<file path="config.mk">
export PLATFORM = sky130hd
export DESIGN_NAME = intc8_top
export DESIGN_NICKNAME = d
export VERILOG_FILES = /design/src/rtl/intc8_pkg.sv /design/src/rtl/intc8_prio.sv /design/src/rtl/intc8_sense.sv /design/src/rtl/intc8_top.sv
export SDC_FILE = /design/constraint.sdc
export NUM_CORES = 1
export LEC_CHECK = 0
export ABC_AREA = 1
export BUFFER_PORTS_ARGS = -buffer_cell sky130_fd_sc_hd__buf_2
export CORE_ASPECT_RATIO = 1.4
export CORE_UTILIZATION = 55
export CTS_CLUSTER_SIZE = 10
export DETAILED_ROUTE_END_ITERATION = 8
export PLACE_DENSITY = 0.76
export SLEW_MARGIN = 10
export SYNTH_ARGS = -nofsm -noshare
export SYNTH_HDL_FRONTEND = slang
export SYNTH_SLANG_ARGS = --single-unit
</file>
<file path="constraint.sdc">
create_clock -name clk -period 3.2 [get_ports clk]
set_input_delay 0.16 -clock clk [delete_from_list [all_inputs] [get_ports clk]]
set_output_delay 0.16 -clock clk [all_outputs]
set_load 0.02 [all_outputs]
</file>
<file path="src/rtl/intc8_pkg.sv">
package intc8_pkg;
    localparam int DATA_W = 8;
    localparam int NUM_IN = 8;
    localparam int IDX_W  = $clog2(NUM_IN);
    localparam int BASE_W = DATA_W - IDX_W;

    typedef enum logic [1:0] {
        ST_READY,
        ST_BASE,
        ST_CASC,
        ST_MODE
    } init_st_e;

    typedef struct packed {
        init_st_e           st;
        logic               level;
        logic               single;
        logic               need_mode;
        logic               aeoi;
        logic [BASE_W-1:0]  base;
        logic [NUM_IN-1:0]  imr;
        logic [NUM_IN-1:0]  isr;
        logic               rsel_isr;
        logic               poll;
        logic               smm;
        logic [DATA_W-1:0]  vec;
    } ctl_s;
endpackage

</file>
<file path="src/rtl/intc8_prio.sv">
module intc8_prio #(
    parameter int N = 8,
    parameter int W = $clog2(N)
) (
    input  logic [N-1:0] req,
    output logic         any,
    output logic [W-1:0] idx
);
    // lowest set index wins
    always_comb begin
        any = |req;
        idx = '0;
        for (int i = N - 1; i >= 0; i--) begin
            if (req[i]) idx = W'(i);
        end
    end
endmodule

</file>
<file path="src/rtl/intc8_sense.sv">
module intc8_sense #(
    parameter int N = 8
) (
    input  logic         clk,
    input  logic         rst_n,
    input  logic         level,
    input  logic         restart,
    input  logic [N-1:0] line,
    input  logic [N-1:0] clr,
    output logic [N-1:0] irr
);
    logic [N-1:0] irr_d, irr_q;
    logic [N-1:0] prev_d, prev_q;

    assign prev_d = line;

    for (genvar g = 0; g < N; g++) begin : g_line
        logic rise;
        assign rise = line[g] & ~prev_q[g];
        assign irr_d[g] = restart ? 1'b0 :
                          level   ? line[g] :
                                    ((irr_q[g] & ~clr[g]) | rise);
    end

    always_ff @(posedge clk or negedge rst_n) begin
        if (!rst_n) begin
            irr_q  <= '0;
            prev_q <= '0;
        end else begin
            irr_q  <= irr_d;
            prev_q <= prev_d;
        end
    end

    assign irr = irr_q;
endmodule

</file>
<file path="src/rtl/intc8_top.sv">
module intc8_top
    import intc8_pkg::*;
(
    input  logic              clk,
    input  logic              rst_n,
    input  logic              bus_wr,
    input  logic              bus_rd,
    input  logic              bus_addr,
    input  logic [DATA_W-1:0] bus_wdata,
    output logic [DATA_W-1:0] bus_rdata,
    input  logic [NUM_IN-1:0] irq_lines,
    input  logic              inta,
    output logic              irq_out,
    output logic [DATA_W-1:0] vector
);
    ctl_s ctl_d, ctl_q;

    logic [NUM_IN-1:0] irr;
    logic [NUM_IN-1:0] allowed;
    logic [NUM_IN-1:0] cand;
    logic [NUM_IN-1:0] ack_clr;
    logic              isr_any, cand_any;
    logic [IDX_W-1:0]  isr_idx, cand_idx;
    logic              wr_lo, wr_hi, rd_lo;
    logic              is_restart, is_eoi, is_cmd;
    logic              poll_rd, do_ack;

    assign wr_lo      = bus_wr & ~bus_addr;
    assign wr_hi      = bus_wr & bus_addr;
    assign rd_lo      = bus_rd & ~bus_addr;
    assign is_restart = wr_lo & bus_wdata[4];
    assign is_cmd     = wr_lo & ~bus_wdata[4] & bus_wdata[3];
    assign is_eoi     = wr_lo & ~bus_wdata[4] & ~bus_wdata[3];
    assign poll_rd    = rd_lo & ctl_q.poll;
    assign do_ack     = inta | poll_rd;

    intc8_sense #(.N(NUM_IN)) sense_i (
        .clk     (clk),
        .rst_n   (rst_n),
        .level   (ctl_q.level),
        .restart (is_restart),
        .line    (irq_lines),
        .clr     (ack_clr),
        .irr     (irr)
    );

    intc8_prio #(.N(NUM_IN), .W(IDX_W)) isr_prio_i (
        .req (ctl_q.isr),
        .any (isr_any),
        .idx (isr_idx)
    );

    always_comb begin
        for (int i = 0; i < NUM_IN; i++) begin
            allowed[i] = ctl_q.smm ? ~ctl_q.isr[i]
                                   : (!isr_any || (i < int'(isr_idx)));
        end
        cand = irr & ~ctl_q.imr & allowed;
    end

    intc8_prio #(.N(NUM_IN), .W(IDX_W)) cand_prio_i (
        .req (cand),
        .any (cand_any),
        .idx (cand_idx)
    );

    assign ack_clr = (do_ack && cand_any) ? (NUM_IN'(1) << cand_idx) : '0;

    always_comb begin
        ctl_d = ctl_q;

        // end-of-interrupt precedes a same-cycle acknowledge
        if (is_eoi) begin
            case (bus_wdata[7:5])
                3'b001: if (isr_any) ctl_d.isr[isr_idx] = 1'b0;
                3'b011: ctl_d.isr[bus_wdata[IDX_W-1:0]] = 1'b0;
                default: ;
            endcase
        end

        if (inta) begin
            ctl_d.vec = cand_any ? {ctl_q.base, cand_idx}
                                 : {ctl_q.base, {IDX_W{1'b1}}};
        end
        if (do_ack && cand_any && !ctl_q.aeoi) begin
            ctl_d.isr[cand_idx] = 1'b1;
        end
        if (poll_rd) ctl_d.poll = 1'b0;

        if (is_cmd) begin
            if (bus_wdata[6]) ctl_d.smm      = bus_wdata[5];
            if (bus_wdata[1]) ctl_d.rsel_isr = bus_wdata[0];
            if (bus_wdata[2]) ctl_d.poll     = 1'b1;
        end

        if (wr_hi) begin
            case (ctl_q.st)
                ST_BASE: begin
                    ctl_d.base = bus_wdata[DATA_W-1:IDX_W];
                    ctl_d.st   = !ctl_q.single ? ST_CASC :
                                 ctl_q.need_mode ? ST_MODE : ST_READY;
                end
                ST_CASC: begin
                    ctl_d.st = ctl_q.need_mode ? ST_MODE : ST_READY;
                end
                ST_MODE: begin
                    ctl_d.aeoi = bus_wdata[1];
                    ctl_d.st   = ST_READY;
                end
                default: ctl_d.imr = bus_wdata;
            endcase
        end

        if (is_restart) begin
            ctl_d.level     = bus_wdata[3];
            ctl_d.single    = bus_wdata[1];
            ctl_d.need_mode = bus_wdata[0];
            ctl_d.aeoi      = 1'b0;
            ctl_d.imr       = '0;
            ctl_d.isr       = '0;
            ctl_d.smm       = 1'b0;
            ctl_d.rsel_isr  = 1'b0;
            ctl_d.poll      = 1'b0;
            ctl_d.st        = ST_BASE;
        end
    end

    always_ff @(posedge clk or negedge rst_n) begin
        if (!rst_n) begin
            ctl_q           <= '0;
            ctl_q.st        <= ST_READY;
            ctl_q.imr       <= '1;
        end else begin
            ctl_q <= ctl_d;
        end
    end

    always_comb begin
        if (bus_addr)            bus_rdata = ctl_q.imr;
        else if (ctl_q.poll)     bus_rdata = {cand_any, {(DATA_W-1-IDX_W){1'b0}}, cand_idx};
        else if (ctl_q.rsel_isr) bus_rdata = ctl_q.isr;
        else                     bus_rdata = irr;
    end

    assign irq_out = cand_any;
    assign vector  = ctl_q.vec;
endmodule

</file>
* Word-level counts from Yosys, hierarchy flattened
Cells that the tools add are included.
** Storage, ports and cells
- Bits in registers :: 54
- Input port bits :: 22
- Output and inout bits :: 17
- Word-level logic and storage cells :: 201
** Operators by class
- Magnitude comparators :: 13
- Equal/unequal tests :: 6
- Shift operators :: 1
- Multiplexer cells :: 70
- Bitwise gates (word level) :: 68
- Reduce and logical (&&, ||, !) cells :: 29
** Operators by type and width (number)
- 8-bit two-way mux :: 8
- 3-bit two-way mux :: 18
- 8-bit AND :: 4
- 1-bit two-way mux :: 32
- 1-bit NOT :: 27
- 1-bit AND :: 24
- 8-bit NOT :: 3
- 19-bit two-way mux :: 1
- 8-bit case mux with 2 select lines :: 1
- 8-bit OR reduction :: 2
- 14-bit two-way mux :: 1
- 3-bit by 4-bit less-than comparator with 1-bit output, second input constant :: 3
- 2-bit AND reduction :: 6
- 2-bit nonzero test :: 5
- 1-bit demux with 3-bit select :: 3
- 3-bit by 1-bit >= comparator with 1-bit output, second input constant :: 3
- 3-bit less-than comparator, first input constant :: 3
- 1-bit OR :: 9
- 8-bit OR :: 1
- 1-bit by 3-bit << shifter with 8-bit output, first input constant :: 1
- 1-bit logical OR :: 7
- 1-bit by 3-bit less-than comparator with 1-bit output, first input constant :: 2
- 2-bit by 3-bit less-than comparator with 1-bit output, first input constant :: 2
- 2-bit two-way mux :: 3
- 12 further kinds :: 18

* Longest topological paths before layout
Gate-level depths: netlist (run 1).
- Depth in word-level cells :: 27
- Gate-level depth with buffers :: 20
- Gate-level depth less buffers :: 20

* By module
A second synthesis (run 1) with hierarchy kept.
** Second synthesis, totals
- Cell total of the unflattened synthesis :: 433
- Area, all modules :: 3198.1 um2
** By module, submodules not included
- intc8_top :: times used 1, cells an instance 330, area each 2364.8 um2, sequential area each 960.9 um2
- intc8_sense :: times used 1, cells an instance 59, area each 635.6 um2, sequential area each 400.4 um2
- intc8_prio :: times used 2, cells an instance 22, area each 98.8 um2, sequential area each 0.0 um2

* Worst setup path after synthesis (run 1)
No wires, ideal clock.
- Path kind :: flip-flop to output port
- Start :: register ctl_q[18] (netlist bit)
- End :: output bus_rdata[0]
- Arrival :: 1.902 ns
- Required time :: 3.040 ns
- Path slack :: 1.138 ns
- Cell stages (with the launch flop) :: 12
- Buffers on the path :: 0
- Cells stage by stage :: dfrtp_1 nor2_1 nand2_1 o21ai_4 nand4_1 o21ai_2 nand2_1 nand2_1 nand2_2 nand2_1 nand2_4 o221ai_1
** On the way
- Cells in the longest elaborated chain, start to end :: 21
- Elaborated cells between the ends (all ways) :: 44
- Those cells by class :: 7 x order compare; 26 x mux; 2 x bitwise; 9 x reduce/logical
** Ends and longest elaborated chain
- start: declaration :: RTL line intc8_top.sv:16 : ctl_s ctl_d, ctl_q;
- start signal: assignment :: RTL line intc8_top.sv:134 : ctl_q <= ctl_d;
- 3-bit two-way mux (8 in series) :: RTL line intc8_prio.sv:14 : if (req[i]) idx = W'(i);
- 3-bit less-than comparator :: RTL line intc8_top.sv:56 : : (!isr_any || (i < int'(isr_idx)));
- 1-bit logical OR :: RTL line intc8_top.sv:56
- 1-bit two-way mux :: RTL line intc8_top.sv:55 : allowed[i] = ctl_q.smm ? ~ctl_q.isr[i]
- 8-bit AND (*) :: RTL line intc8_top.sv:58 : cand = irr & ~ctl_q.imr & allowed;
- 3-bit two-way mux (6 in series) :: RTL line intc8_prio.sv:14
- 3-bit two-way mux (*) :: RTL line intc8_prio.sv:14
- 8-bit two-way mux (*) :: RTL line intc8_top.sv:140 : else if (ctl_q.poll) bus_rdata = {cand_any, {(DATA_W-1-IDX_W){1'b0}}, cand_idx};
- 8-bit two-way mux (*) :: RTL line intc8_top.sv:139 : if (bus_addr) bus_rdata = ctl_q.imr;
- end: declaration :: RTL line intc8_top.sv:10 : output logic [DATA_W-1:0] bus_rdata,
Every way passes the cells marked *; elsewhere a longest branch is shown, timed or not.

* Worst setup path in the final report (run 1)
Same ends and word-level chain as after synthesis.

==> flow_summary.json, run 1 <==
{
  "status": "completed",
  "crit_start": "ctl_q[18]",
  "htreeDepth": 2,
  "maxSlewHeadroom": 0.567,
  "ctsLongestPathBuffers": 2,
  "finalSetupViolCount": 0,
  "wire_per_inst_um": 17.5,
  "via_per_inst": 5.71,
  "syn_nets": 435,
  "tritoncts": "done",
  "netlist_area_um2": 3160,
  "grt_pass1_wl_um": 14900,
  "vdd_ir_drop_max_mv": 0.426,
  "yosysMostFrequentCell": "nand2_1",
  "synthFlopType": "dfrtp_1",
  "power.leakage_nw": 1.71,
  "initialDrtViolationCount": 171,
  "grt_pass1_vias": 2968,
  "syn_inst": 413,
  "drc_errors": 0,
  "antenna_found_initial": 0,
  "maxCapViolations": 0,
  "core_um2": 5530,
  "fin_crit_sh": 0.897,
  "post_cts_resized": 0,
  "worst-setup-path-type": "reg -> out",
  "cts_root_buf": "clkbuf_8",
  "antennaDiodeCount": 0,
  "max_freq_ghz": 0.348,
  "gp_congestion": 1.02,
  "clock_latency_ns": 0.32,
  "power_density_nw_per_um2": 856,
  "grt_max_degree": 29,
  "initial_core_util": 0.572,
  "rsz0062_at_grt": "false",
  "synthTopCellsByCount": "nand2_1 (82), inv_1 (53), o21ai_0 (47), dfrtp_1 (46), nand3_1 (38)",
  "start_kind": "flop",
  "hold_viol_final": 0,
  "cts_buffers": 5,
  "r2r_start": "ctl_q[18]",
  "clk_pin_slew_ns": 0.10,
  "die_x_um": 66.0,
  "hold_path.class": "in -> reg",
  "timing.final.crit_period_ns": 2.87,
  "nNetsFinal": 474,
  "cts_setup_buffers": 0,
  "yosys.area.top_type": "dfrtp_1",
  "via_count": 2976,
  "cp.arrival_ns": 2.71,
  "post_route_cells_drive_above_1_share": 0.190,
  "synth_area_leaders": "dfrtp_1 (36%), nand2_1 (9.7%), o21ai_0 (7.4%), dfstp_2 (6.7%), inv_1 (6.3%)",
  "firstDrtPassIters": 5,
  "syn2layout_area_growth_pct": 12.6,
  "finalClockSkew_ns": 0.0165,
  "avgSynthCellArea_um2": 7.65,
  "die_h_um": 91.7,
  "rows": 32,
  "dp_hpwl_um": 6990,
  "totalWireLength_um": 9110,
  "async_flop_share": 1.00,
  "hp-start": "bus_wdata[3]",
  "synth_cell_types": 42,
  "cts.hold.buffers_added": 9,
  "cts.sinks": 54,
  "worst_slack_ns": 0.329,
  "pre_cts_slack_ns": 0.697,
  "synth_top_area_frac": 0.365,
  "grt.total_usage": 0.335,
  "synth-edff-count": 0,
  "overflow": 0,
  "synth_warnings": 0,
  "tightest_slew_ns": 0.649,
  "io_pins": 39,
  "crit_required_ns": 3.04,
  "portBuffers": 38,
  "final_antenna_net_count": 0,
  "synth-seq-cells": 54,
  "hold_ws_ns": 0.0932,
  "floorplan.die_area_um2": 6050,
  "path_max_fanout": 10,
  "tns_ns": 0,
  "drv_slew": 0,
  "ys_seq_area_frac": 0.431,
  "worstSetupEndpointType": "primary output"
}
sequential cells by signal (all words and copies together), names as in the netlist:
register and cells:
ctl_q 30, vector 8, sense_i.prev_q 8, sense_i.irr 8
routing by layer:
| layer | track usage | wire length [um] | vias to the layer above |
|---|---|---|---|
| li1 | - | - | 1432 |
| met1 | 0.427 | 3610 | 1372 |
| met2 | 0.554 | 4520 | 141 |
| met3 | 0.0410 | 628 | 31 |
| met4 | 0.156 | 345 | 0 |
| met5 | 0 | 0 | - |
worst paths after layout:
path / slack (ns) / cells after the start / to
max: 0.33 / 12 / bus_rdata[0]
min: 0.09 / 3 / ctl_q[22]
max reg2reg: 0.82 / 12 / sense_i.irr[4]
min reg2reg: 0.47 / 2 / vector[7]
max in group asynchronous: 1.94 / 3 / ctl_q[19]
min in group asynchronous: 0.39 / 2 / ctl_q[8]
cell families after synthesis:
family	after synthesis	share of synthesized area
flops	54	0.431
buf+inv	80	0.106
mux	1	0.00357
compound gates	105	0.202
simple gates	173	0.257
worst max-delay path, stage by stage, from the launching register on:
cell and delay, ns:
dfrtp_1 0.46, nor2_1 0.29, nand2_1 0.16, o21ai_4 0.23, nand4_1 0.22, o21ai_2 0.17, nand2_1 0.07, nand2_1 0.07
nand2_2 0.07, nand2_1 0.11, nand2_4 0.13, o221ai_1 0.21, buf_2 0.21
cell type report:
| type | count | area (um2) |
|---|---|---|
| tap | 68 | 85.1 |
| fill | 473 | 1970 |
| timing repair buffer | 49 | 295 |
| inverter | 63 | 240 |
| clock buffer | 5 | 68.8 |
| multi-input combinational | 279 | 1460 |
| sequential | 54 | 1360 |
| clock inverter | 3 | 43.8 |
metrics by stage:
stage / cell area (um2) / util / power, mW / std cells
after global placement: 3350 / 0.607 / 2.53 / 504
after floorplan: 3160 / - / 2.16 / 413
final: 3560 / 0.644 / 3.04 / 521
after detailed placement: 3350 / 0.607 / 2.54 / 504
after global routing: 3560 / 0.644 / 3.25 / 521
after CTS: 3560 / 0.644 / 3.02 / 521
layout by cell type, fill, tap and decap left out, types with 5 or more instances in the layout:
master,n
nor2_1,30
dfstp_2,8
nor3_1,5
buf_2,38
dlygate4sd3_1,9
inv_1,53
clkbuf_8,5
nand2_1,82
dfrtp_1,46
a21oi_1,31
nand3_1,38
o21ai_0,47
where the power goes:
part | switching [mW] | total, mW | internal, mW
Clock | 0.244 | 0.479 | 0.235
Combinational | 1.06 | 1.53 | 0.477
Sequential | 0.167 | 1.03 | 0.865
Note: power is estimated with default switching activity, not from simulation.
==> run 2, diff against run 1 <==
--- a/config.mk
+++ b/config.mk
@@ -5,7 +5,6 @@
 export SDC_FILE = /design/constraint.sdc
 export NUM_CORES = 1
 export LEC_CHECK = 0
-export ABC_AREA = 1
 export BUFFER_PORTS_ARGS = -buffer_cell sky130_fd_sc_hd__buf_2
 export CORE_ASPECT_RATIO = 1.4
 export CORE_UTILIZATION = 55
==> flow_summary.json, run 2 <==
{
  "status": "completed",
  "floorplan.die_area_um2": 5920,
  "overflow": 0,
  "layout_commonest_cell": "dfrtp_1",
  "die_x_um": 65.3,
  "maxCapViolations": 0,
  "drv_slew": 0,
  "htreeDepth": 2,
  "cp_cell_sequence": "or4_1 -> o21ba_2 -> o221ai_1 -> a21oi_1 -> a211oi_1 -> a21oi_1 -> buf_2",
  "path_max_fanout": 11,
  "hold_viol_final": 0,
  "max_freq_ghz": 0.337,
  "drc_errors": 0,
  "dp_hpwl_um": 6190,
  "worst-setup-path-type": "reg -> out",
  "synth_cell_types": 58,
  "ctsLongestPathBuffers": 2,
  "cts_buffers": 5,
  "portBuffers": 38,
  "synth_area_leaders": "dfrtp_1 (37%), dfstp_2 (6.8%), nand2_1 (5.1%), mux2_2 (4.7%), o21ai_0 (4.5%)",
  "nNetsFinal": 388,
  "synth-edff-count": 0,
  "antenna_found_initial": 0,
  "yosysMostFrequentCell": "dfrtp_1",
  "crit_required_ns": 3.04,
  "grt_pass1_vias": 2755,
  "firstDrtPassIters": 5,
  "rows": 31,
  "worstSetupEndpointType": "primary output",
  "tritoncts": "done",
  "synthFlopType": "dfrtp_1",
  "power.leakage_nw": 1.48,
  "totalWireLength_um": 8350,
  "vdd_ir_drop_max_mv": 0.549,
  "final_cell_mix": "dfrtp_1 (46), nand2_1 (42), buf_2 (38), o21ai_0 (28), a21oi_1 (25)",
  "syn_inst": 335,
  "post_route_cells_drive_above_1_share": 0.221,
  "cts_root_buf": "clkbuf_8",
  "wire_per_inst_um": 19.3,
  "antennaDiodeCount": 0,
  "max_stage_delay_ns": 0.72,
  "synth_warnings": 0,
  "clock_latency_ns": 0.31,
  "final_cell_area_um2": 3430,
  "syn_nets": 357,
  "hold_path.class": "in -> reg",
  "cp_slowest_cell": "or4_1",
  "total_power_mw": 2.74,
  "initialDrtViolationCount": 240,
  "synth-seq-cells": 54,
  "power_density_nw_per_um2": 798,
  "maxSlewHeadroom": 0.445,
  "cts.sinks": 54,
  "via_count": 2767,
  "synth_top_area_frac": 0.373,
  "dpl-instance-area_um2": 3250,
  "final_antenna_net_count": 0,
  "finalClockSkew_ns": 0.00995,
  "yosys.area.top_type": "dfrtp_1",
  "syn2layout_area_growth_pct": 11.0,
  "io_pins": 39,
  "ys_seq_area_frac": 0.441,
  "initial_core_util": 0.585,
  "synthTopCellsByCount": "dfrtp_1 (46), nand2_1 (42), o21ai_0 (28), a21oi_1 (25), nand3_1 (20)",
  "tightest_slew_ns": 0.832,
  "async_flop_share": 1.00,
  "via_per_inst": 6.39,
  "die_h_um": 90.6,
  "timing.final.crit_period_ns": 2.97,
  "rsz0062_at_grt": "false",
  "largest_reg_flops": 30,
  "cp.arrival_ns": 2.81,
  "tns_ns": 0,
  "avgSynthCellArea_um2": 9.21,
  "grt_pass1_wl_um": 13600,
  "cts_setup_buffers": 0,
  "finalSetupViolCount": 0,
  "clk_pin_slew_ns": 0.09,
  "gp_congestion": 0.983,
  "cp_top_family": "compound AO/OA/AOI/OAI gates",
  "netlist_area_um2": 3090,
  "fin_crit_sh": 0.929,
  "grt.total_usage": 0.305,
  "core_um2": 5280,
  "cp_common_cell": "a21oi_1",
  "grt_max_degree": 37,
  "critPathBufInv": 1,
  "start_kind": "flop",
  "max_flop_register": "ctl_q"
}
==> run 2: cell types whose count changed in the layout (fill, tap and decap cells not counted), sizes merged, moves of 7 or more <==
cell / delta
nand2: -47
o311ai: +9
mux2i: +7
a21oi: -9
o21ai: -20
inv: -40
nor2: -20
nand3: -21
mux2: +12
==> run 2: worst paths after layout <==
check	slack, ns	from	endpoint	cells after the start
worst max-delay path	0.23	ctl_q[11]	bus_rdata[1]	7
min in group asynchronous	0.48	rst_n	sense_i.prev_q[7]	2
max in group asynchronous	1.89	rst_n	ctl_q[24]	3
worst min-delay path	0.11	bus_wdata[5]	ctl_q[8]	3
worst max register to register	0.61	ctl_q[11]	ctl_q[16]	6
worst min register to register	0.48	ctl_q[19]	ctl_q[19]	2
==> run 2: layout make-up <==
type	count	area [um2]
fillers	469	1850
multi-input cells	236	1530
flip-flops and latches	54	1360
repair buffers	50	303
well taps	66	82.6
clock buffers	7	76.3
inverters	19	71.3
clock inverters	1	7.51
==> run 2: kinds of logic after synthesis <==
group | share of synthesized area
AOI/OAI and AO/OA | 0.230
xor gates and xnor gates | 0.00284
buffers and inverters | 0.0649
DFF | 0.441
muxes | 0.0701
and+or+nand+nor | 0.191
==> run 2: repair_timing <==
| action | 4_1_cts | 5_1_grt |
|---|---|---|
| gates resized for setup | 0 | 0 |
| hold buffers | 9 | 0 |
| hold endpoints to repair | 38 | 0 |
==> run 2: routing by layer <==
metal	global-route usage	vias up	wire [um]
li1	-	1277	-
met1	0.367	1362	3250
met2	0.535	105	4440
met3	0.0442	23	439
met4	0.112	0	224
met5	0	-	0
==> run 2: power breakdown <==
group	leakage (nW)	internal (mW)	switching [mW]
combinational	0.800	0.502	0.779
clock	0.0385	0.155	0.215
sequential	0.645	0.881	0.204
==> run 2: worst min-delay path: stages <==
cell     delay, ns
buf_2         0.12
nand3_1       0.06
nand2_1       0.04
==> run 2: metrics by stage <==
| step | hold slack, ns | worst slack [ns] | util | cells |
|---|---|---|---|---|
| global placement | 0.272 | 0.629 | 0.617 | 416 |
| finish | 0.109 | 0.228 | 0.650 | 433 |
| CTS | 0.102 | 0.248 | 0.650 | 433 |
| detailed placement | 0.280 | 0.615 | 0.617 | 416 |
| global route | 0.109 | 0.0466 | 0.650 | 433 |
| floorplan | -0.136 | 0.883 | - | 335 |
